--- config.mk ---
export PLATFORM = sky130hd
export DESIGN_NAME = apwm_shadow_gen
export DESIGN_NICKNAME = d
export VERILOG_FILES = /design/src/rtl/apwm_pkg.sv /design/src/rtl/apwm_regs.sv /design/src/rtl/apwm_counter.sv /design/src/rtl/apwm_outstage.sv /design/src/rtl/apwm_shadow_gen.sv
export SDC_FILE = /design/constraint.sdc
export NUM_CORES = 1
export LEC_CHECK = 0
export BUFFER_PORTS_ARGS = -buffer_cell sky130_fd_sc_hd__buf_2
export CORE_MARGIN = 3
export CORE_UTILIZATION = 40
export CTS_BUF_LIST = sky130_fd_sc_hd__clkbuf_4
export DETAILED_ROUTE_END_ITERATION = 6
export SLEW_MARGIN = 5
export SYNTH_ARGS = -nofsm -noshare
export SYNTH_HDL_FRONTEND = slang
export SYNTH_SLANG_ARGS = --single-unit
--- constraint.sdc ---
create_clock -name clk -period 3.05 [get_ports clk]
set_input_delay 0.305 -clock clk [delete_from_list [all_inputs] [get_ports clk]]
set_output_delay 0.305 -clock clk [all_outputs]
set_load 0.01 [all_outputs]
--- src/rtl/apwm_pkg.sv ---
package apwm_pkg;
  localparam int OFS_PRD_LIVE  = 'h08;
  localparam int OFS_CMP_LIVE  = 'h0C;
  localparam int OFS_PRD_STAGE = 'h10;
  localparam int OFS_CMP_STAGE = 'h14;
  localparam int OFS_CONTROL   = 'h2A;

  localparam int CB_RUN     = 4;
  localparam int CB_SYNC_LO = 6;
  localparam int CB_SYNC_HI = 7;
  localparam int CB_MODE    = 9;
  localparam int CB_POL_LOW = 10;

  typedef enum logic [2:0] {
    SEL_NONE,
    SEL_PRD_LIVE,
    SEL_CMP_LIVE,
    SEL_PRD_STAGE,
    SEL_CMP_STAGE,
    SEL_CONTROL
  } reg_sel_e;

  function automatic reg_sel_e decode_offset(input logic [15:0] ofs);
    case (int'(ofs))
      OFS_PRD_LIVE:  return SEL_PRD_LIVE;
      OFS_CMP_LIVE:  return SEL_CMP_LIVE;
      OFS_PRD_STAGE: return SEL_PRD_STAGE;
      OFS_CMP_STAGE: return SEL_CMP_STAGE;
      OFS_CONTROL:   return SEL_CONTROL;
      default:       return SEL_NONE;
    endcase
  endfunction
endpackage

--- src/rtl/apwm_regs.sv ---
module apwm_regs import apwm_pkg::*; #(
  parameter int ADDR_W = 8,
  parameter int DATA_W = 32,
  parameter int CTRL_W = 16
) (
  input  logic              clk,
  input  logic              rst_n,
  input  logic              reg_valid,
  input  logic              reg_write,
  input  logic [ADDR_W-1:0] reg_addr,
  input  logic [DATA_W-1:0] reg_wdata,
  output logic [DATA_W-1:0] reg_rdata,
  input  logic              wrap,
  output logic [DATA_W-1:0] prd_live,
  output logic [DATA_W-1:0] cmp_live,
  output logic [CTRL_W-1:0] ctrl,
  output logic              pend,
  output logic              stage_load
);
  logic [DATA_W-1:0] prd_stage, cmp_stage;
  reg_sel_e          sel;
  logic              wr_en, rd_en, stage_wr;
  logic [DATA_W-1:0] rd_mux;

  assign sel        = decode_offset(16'(reg_addr));
  assign wr_en      = reg_valid && reg_write;
  assign rd_en      = reg_valid && !reg_write;
  assign stage_wr   = wr_en && (sel == SEL_PRD_STAGE || sel == SEL_CMP_STAGE);
  assign stage_load = wrap && pend;

  always_comb begin
    case (sel)
      SEL_PRD_LIVE:  rd_mux = prd_live;
      SEL_CMP_LIVE:  rd_mux = cmp_live;
      SEL_PRD_STAGE: rd_mux = prd_stage;
      SEL_CMP_STAGE: rd_mux = cmp_stage;
      SEL_CONTROL:   rd_mux = DATA_W'(ctrl);
      default:       rd_mux = '0;
    endcase
  end

  always_ff @(posedge clk or negedge rst_n) begin
    if (!rst_n) begin
      prd_live  <= '0;
      cmp_live  <= '0;
      prd_stage <= '0;
      cmp_stage <= '0;
      ctrl      <= '0;
      pend      <= 1'b0;
      reg_rdata <= '0;
    end else begin
      if (stage_load) begin
        prd_live <= prd_stage;
        cmp_live <= cmp_stage;
      end
      if (wr_en) begin
        case (sel)
          SEL_PRD_LIVE:  prd_live  <= reg_wdata;
          SEL_CMP_LIVE:  cmp_live  <= reg_wdata;
          SEL_PRD_STAGE: prd_stage <= reg_wdata;
          SEL_CMP_STAGE: cmp_stage <= reg_wdata;
          SEL_CONTROL:   ctrl      <= reg_wdata[CTRL_W-1:0];
          default:       ;
        endcase
      end
      if (stage_wr)        pend <= 1'b1;
      else if (stage_load) pend <= 1'b0;
      if (rd_en) reg_rdata <= rd_mux;
    end
  end
endmodule

--- src/rtl/apwm_counter.sv ---
module apwm_counter #(
  parameter int DATA_W = 32
) (
  input  logic              clk,
  input  logic              rst_n,
  input  logic              run,
  input  logic [DATA_W-1:0] prd,
  output logic [DATA_W-1:0] cnt,
  output logic              wrap
);
  function automatic logic at_end(input logic [DATA_W-1:0] c,
                                  input logic [DATA_W-1:0] p);
    return c >= p;
  endfunction

  assign wrap = run && at_end(cnt, prd);

  always_ff @(posedge clk or negedge rst_n) begin
    if (!rst_n)    cnt <= '0;
    else if (wrap) cnt <= '0;
    else if (run)  cnt <= cnt + 1'b1;
  end
endmodule

--- src/rtl/apwm_outstage.sv ---
module apwm_outstage #(
  parameter int DATA_W = 32
) (
  input  logic              clk,
  input  logic              rst_n,
  input  logic              mode,
  input  logic              pol_low,
  input  logic [DATA_W-1:0] cnt,
  input  logic [DATA_W-1:0] cmp,
  output logic              pwm_out
);
  function automatic logic drive_level(input logic [DATA_W-1:0] c,
                                       input logic [DATA_W-1:0] k,
                                       input logic              inv);
    return (c < k) ^ inv;
  endfunction

  logic level;
  assign level = mode && drive_level(cnt, cmp, pol_low);

  always_ff @(posedge clk or negedge rst_n) begin
    if (!rst_n) pwm_out <= 1'b0;
    else        pwm_out <= level;
  end
endmodule

--- src/rtl/apwm_shadow_gen.sv ---
module apwm_shadow_gen import apwm_pkg::*; #(
  parameter int ADDR_W = 8,
  parameter int DATA_W = 32,
  parameter int CTRL_W = 16
) (
  input  logic              clk,
  input  logic              rst_n,
  input  logic              reg_valid,
  input  logic              reg_write,
  input  logic [ADDR_W-1:0] reg_addr,
  input  logic [DATA_W-1:0] reg_wdata,
  output logic [DATA_W-1:0] reg_rdata,
  output logic              pwm_out
);
  logic [DATA_W-1:0] prd_live, cmp_live, cnt;
  logic [CTRL_W-1:0] ctrl;
  logic              pend, stage_load, wrap;

  apwm_regs #(.ADDR_W(ADDR_W), .DATA_W(DATA_W), .CTRL_W(CTRL_W)) u_regs (
    .clk(clk), .rst_n(rst_n),
    .reg_valid(reg_valid), .reg_write(reg_write), .reg_addr(reg_addr),
    .reg_wdata(reg_wdata), .reg_rdata(reg_rdata),
    .wrap(wrap), .prd_live(prd_live), .cmp_live(cmp_live), .ctrl(ctrl),
    .pend(pend), .stage_load(stage_load)
  );

  apwm_counter #(.DATA_W(DATA_W)) u_cnt (
    .clk(clk), .rst_n(rst_n), .run(ctrl[CB_RUN]), .prd(prd_live),
    .cnt(cnt), .wrap(wrap)
  );

  apwm_outstage #(.DATA_W(DATA_W)) u_out (
    .clk(clk), .rst_n(rst_n), .mode(ctrl[CB_MODE]), .pol_low(ctrl[CB_POL_LOW]),
    .cnt(cnt), .cmp(cmp_live), .pwm_out(pwm_out)
  );
endmodule

==> run_summary.xml <==
<?xml version="1.0" encoding="UTF-8"?>
<metrics>
  <group name="detailed_routing">
    <metric name="detailedRoute.firstPassIterationCount" unit="">5</metric>
    <metric name="wl_per_cell" unit="um">17.4</metric>
    <metric name="detail_route.vias_per_cell" unit="">5.27</metric>
    <metric name="vias_post_dr" unit="">8532</metric>
    <metric name="route.antenna.remaining_nets" unit="">0</metric>
    <metric name="wirelength" unit="mm">28.1</metric>
    <metric name="remaining_design_rule_violation_count" unit="">0</metric>
    <metric name="first_iter_violations" unit="">487</metric>
  </group>
  <group name="cts">
    <metric name="clk_root_buffer_cell" unit="">sky130_fd_sc_hd__clkbuf_4</metric>
    <metric name="clockBufferDepth" unit="">3</metric>
    <metric name="cts_inserted_buffers" unit="">58</metric>
    <metric name="post_cts.resized_instances" unit="">0</metric>
    <metric name="cts.repair_timing.setup_buffer_count" unit="">0</metric>
    <metric name="ctsHtreeMaxLevel" unit="">2</metric>
    <metric name="clk_pin_slew" unit="ps">70</metric>
    <metric name="cts_tree" unit="">done</metric>
    <metric name="clock_insertion_delay_worst_skew" unit="ps">690</metric>
    <metric name="cts_sinks" unit="">210</metric>
  </group>
  <group name="global_routing">
    <metric name="grt_max_degree" unit="">76</metric>
    <metric name="first_global_vias" unit="">8932</metric>
    <metric name="groute.usage.overall" unit="">0.188</metric>
    <metric name="grt_remaining_overflow" unit="">0</metric>
    <metric name="antenna_violations_before_repair" unit="">1</metric>
    <metric name="grt_pass1_wl" unit="mm">47.0</metric>
  </group>
  <group name="timing">
    <metric name="relSlewSlack" unit="">0.503</metric>
    <metric name="setup_total_negative_slack" unit="ps">0</metric>
    <metric name="hold_ws" unit="ps">150</metric>
    <metric name="period_share" unit="">0.908</metric>
    <metric name="unrepaired_setup_endpoints_after_global_routing" unit="">no</metric>
    <metric name="crit_path_time_final" unit="ps">2770</metric>
    <metric name="slew_viols_final" unit="">0</metric>
    <metric name="tightest_slew" unit="ps">746</metric>
    <metric name="hold_vio_cnt_final" unit="">0</metric>
    <metric name="fin_ws" unit="ps">279</metric>
    <metric name="setup_viol_count_final" unit="">0</metric>
    <metric name="max_freq" unit="GHz">0.361</metric>
    <metric name="skew" unit="ps">68.2</metric>
  </group>
  <group name="cells_and_area">
    <metric name="finish.net_count" unit="">1305</metric>
    <metric name="storage_cell_area" unit="um2">5260</metric>
    <metric name="area_growth_syn_to_layout" unit="%">16.5</metric>
    <metric name="layout-drive-gt1-share" unit="">0.238</metric>
    <metric name="final_cells" unit="">1620</metric>
    <metric name="final_cell_area" unit="um2">13200</metric>
    <metric name="fillers" unit="">2709</metric>
    <metric name="layout.cells.most_common" unit="">sky130_fd_sc_hd__dfrtp_1</metric>
    <metric name="final_cell_mix" unit="">sky130_fd_sc_hd__dfrtp_1, sky130_fd_sc_hd__nor2_1, sky130_fd_sc_hd__a21oi_1</metric>
    <metric name="postLayoutCoreUtil" unit="">0.474</metric>
    <metric name="multi_input_area" unit="um2">5520</metric>
  </group>
  <group name="place">
    <metric name="place_congestion" unit="">0.853</metric>
    <metric name="numPortBuffers" unit="">76</metric>
    <metric name="dp_hpwl" unit="mm">18.1</metric>
    <metric name="dpl_ws" unit="ps">312</metric>
    <metric name="placed_cells_incl_taps" unit="">1482</metric>
    <metric name="placed_area" unit="um2">12200</metric>
  </group>
  <group name="logic_synthesis">
    <metric name="postSynth.topFlopCell" unit="">sky130_fd_sc_hd__dfrtp_1</metric>
    <metric name="postSynthAreaPerCell" unit="um2">10.7</metric>
    <metric name="synthDistinctLibCells" unit="">54</metric>
    <metric name="syn_area" unit="um2">11400</metric>
    <metric name="ys_ff_latch" unit="">210</metric>
    <metric name="synth.yosys.seq_area_share" unit="">0.462</metric>
    <metric name="ys_warn_count" unit="">0</metric>
    <metric name="synth_edf_count" unit="">0</metric>
    <metric name="syn-num-nets" unit="">1166</metric>
    <metric name="netlist_instances" unit="">1058</metric>
    <metric name="synthArstFlopShare" unit="">1.00</metric>
  </group>
  <group name="worst_setup_path">
    <metric name="launching_element_type_of_the_critical_path" unit="">flop</metric>
    <metric name="setup.worst_path.end_class" unit="">flop</metric>
    <metric name="reg2reg_setup_slack" unit="ps">280</metric>
    <metric name="slowest_delay" unit="ps">370</metric>
    <metric name="cp_common_cell" unit="">sky130_fd_sc_hd__a21oi_1</metric>
    <metric name="critical-path-slowest-cell" unit="">sky130_fd_sc_hd__dfrtp_1</metric>
    <metric name="cells_traversed_along_the_worst_timing_path" unit="">inv_1, ha_1, a21oi_1, nor2_1, a211oi_1, o211ai_1, o211ai_4, buf_12, mux2i_1, a21oi_1</metric>
    <metric name="crit_required" unit="ps">3540</metric>
    <metric name="critical_path.max_fanout" unit="">32</metric>
    <metric name="worstSetupPathType" unit="">flop to flop</metric>
    <metric name="worst_ep_arrival_time" unit="ps">3260</metric>
  </group>
  <group name="floorplan">
    <metric name="placeableCoreArea" unit="um2">27900</metric>
    <metric name="placement_rows" unit="">61</metric>
    <metric name="initial_utilization" unit="">0.407</metric>
    <metric name="design.die.area" unit="um2">30500</metric>
    <metric name="floorplan.die.width" unit="um">175</metric>
    <metric name="die_y" unit="um">175</metric>
    <metric name="num_io_pins" unit="">77</metric>
  </group>
  <group name="power">
    <metric name="fin_total_pwr" unit="mW">5.86</metric>
    <metric name="vdd_drop_max" unit="V">0.000221</metric>
    <metric name="powerDensity" unit="nW/um2">442</metric>
    <metric name="power.leakage" unit="nW">7.30</metric>
  </group>
  <group name="status">
    <metric name="outcome" unit="">finished, final reports clean</metric>
  </group>
  <group name="min_path">
    <metric name="hold_path_class" unit="">input pin to async pin</metric>
  </group>
  <group name="run">
    <metric name="max_cap_violations" unit="">0</metric>
  </group>
</metrics>
==> logic make-up after synthesis <==
kind of cell | count (synthesis) | synth area share
AOI/OAI and AO/OA | 215 | 0.125
muxes | 177 | 0.165
buffers and inverters | 125 | 0.0557
xor gates and xnor gates | 28 | 0.0216
and+or+nand+nor | 239 | 0.100
adders and majority gates | 64 | 0.0704
DFF | 210 | 0.462
==> critical path, delay by kind of cell, from the launching register on <==
family	cells	cell delay (ps)
DFF	1	370
adders and majority gates	1	300
buffers and inverters	2	340
AOI/OAI and AO/OA	5	1280
and+or+nand+nor	1	70
muxes	1	220
==> sequential cells by signal, indices dropped and copies added, names as in the netlist <==
name              cells
u_regs.cmp_stage     32
u_regs.pend           1
u_regs.ctrl          16
u_out.pwm_out         1
u_regs.prd_live      32
u_regs.prd_stage     32
u_regs.cmp_live      32
u_regs.reg_rdata     32
u_cnt.cnt            32
==> report_power, final <==
part / internal [mW] / switching (mW)
sequential: 2.85 / 0.0538
combinational: 0.154 / 0.206
clock: 1.40 / 1.20
total: 4.40 / 1.46
==> final timing paths <==
path                                       from              endpoint  cells past startpoint
setup / recovery            u_regs.prd_live[25]    u_regs.cmp_live[1]                     10
hold / removal                            rst_n  u_regs.reg_rdata[26]                      2
setup reg to reg            u_regs.prd_live[25]    u_regs.cmp_live[1]                     10
hold reg to reg            u_regs.reg_rdata[25]  u_regs.reg_rdata[25]                      1
max in group asynchronous                 rst_n          u_cnt.cnt[4]                      3
min in group clk                      reg_write           u_regs.pend                      3
==> synthesized netlist by cell type (all sizes together), types with 3 or more instances <==
cell / number / area share
buf: 33 / 0.025
a21oi: 104 / 0.046
nand4: 14 / 0.0094
nor2b: 5 / 0.0028
dfrtp: 210 / 0.46
mux2: 80 / 0.079
mux2i: 97 / 0.085
xnor2: 10 / 0.0077
and3: 8 / 0.0044
nor2: 111 / 0.038
nor4: 3 / 0.0035
o21ai: 10 / 0.0044
ha: 64 / 0.070
o211ai: 3 / 0.0024
a21o: 4 / 0.0026
a221oi: 17 / 0.013
nand2b: 4 / 0.0022
xor2: 18 / 0.014
o31ai: 4 / 0.0026
nor3: 13 / 0.0075
inv: 67 / 0.022
o221ai: 16 / 0.012
nand2: 55 / 0.018
nand3: 16 / 0.0070
clkbuf: 25 / 0.0084
a22o: 32 / 0.025
a22oi: 17 / 0.011
==> repair_timing <==
item	4_1_cts	5_1_grt
endpoints found under the setup margin	0	0
endpoints found under the hold margin	211	0
hold buffers	33	0
==> area by class of cell <==
class,count,share of cell area
multi-input cells,723,0.416
flip-flops and latches,210,0.397
repair buffers,137,0.0752
clock buffers,89,0.0504
well taps,378,0.0357
inverters,67,0.0190
clock inverters,14,0.00623
diodes,2,0.000378
==> layer usage <==
| metal | wire, um | vias to the layer above | global-route usage |
|---|---|---|---|
| met3 | 1100 | 57 | 0.0304 |
| li1 | - | 4113 | - |
| met4 | 647 | 0 | 0.0549 |
| met1 | 12800 | 4190 | 0.252 |
| met5 | 0 | - | 0 |
| met2 | 13600 | 172 | 0.317 |
No activity file was read; power rests on OpenSTA's default activity.
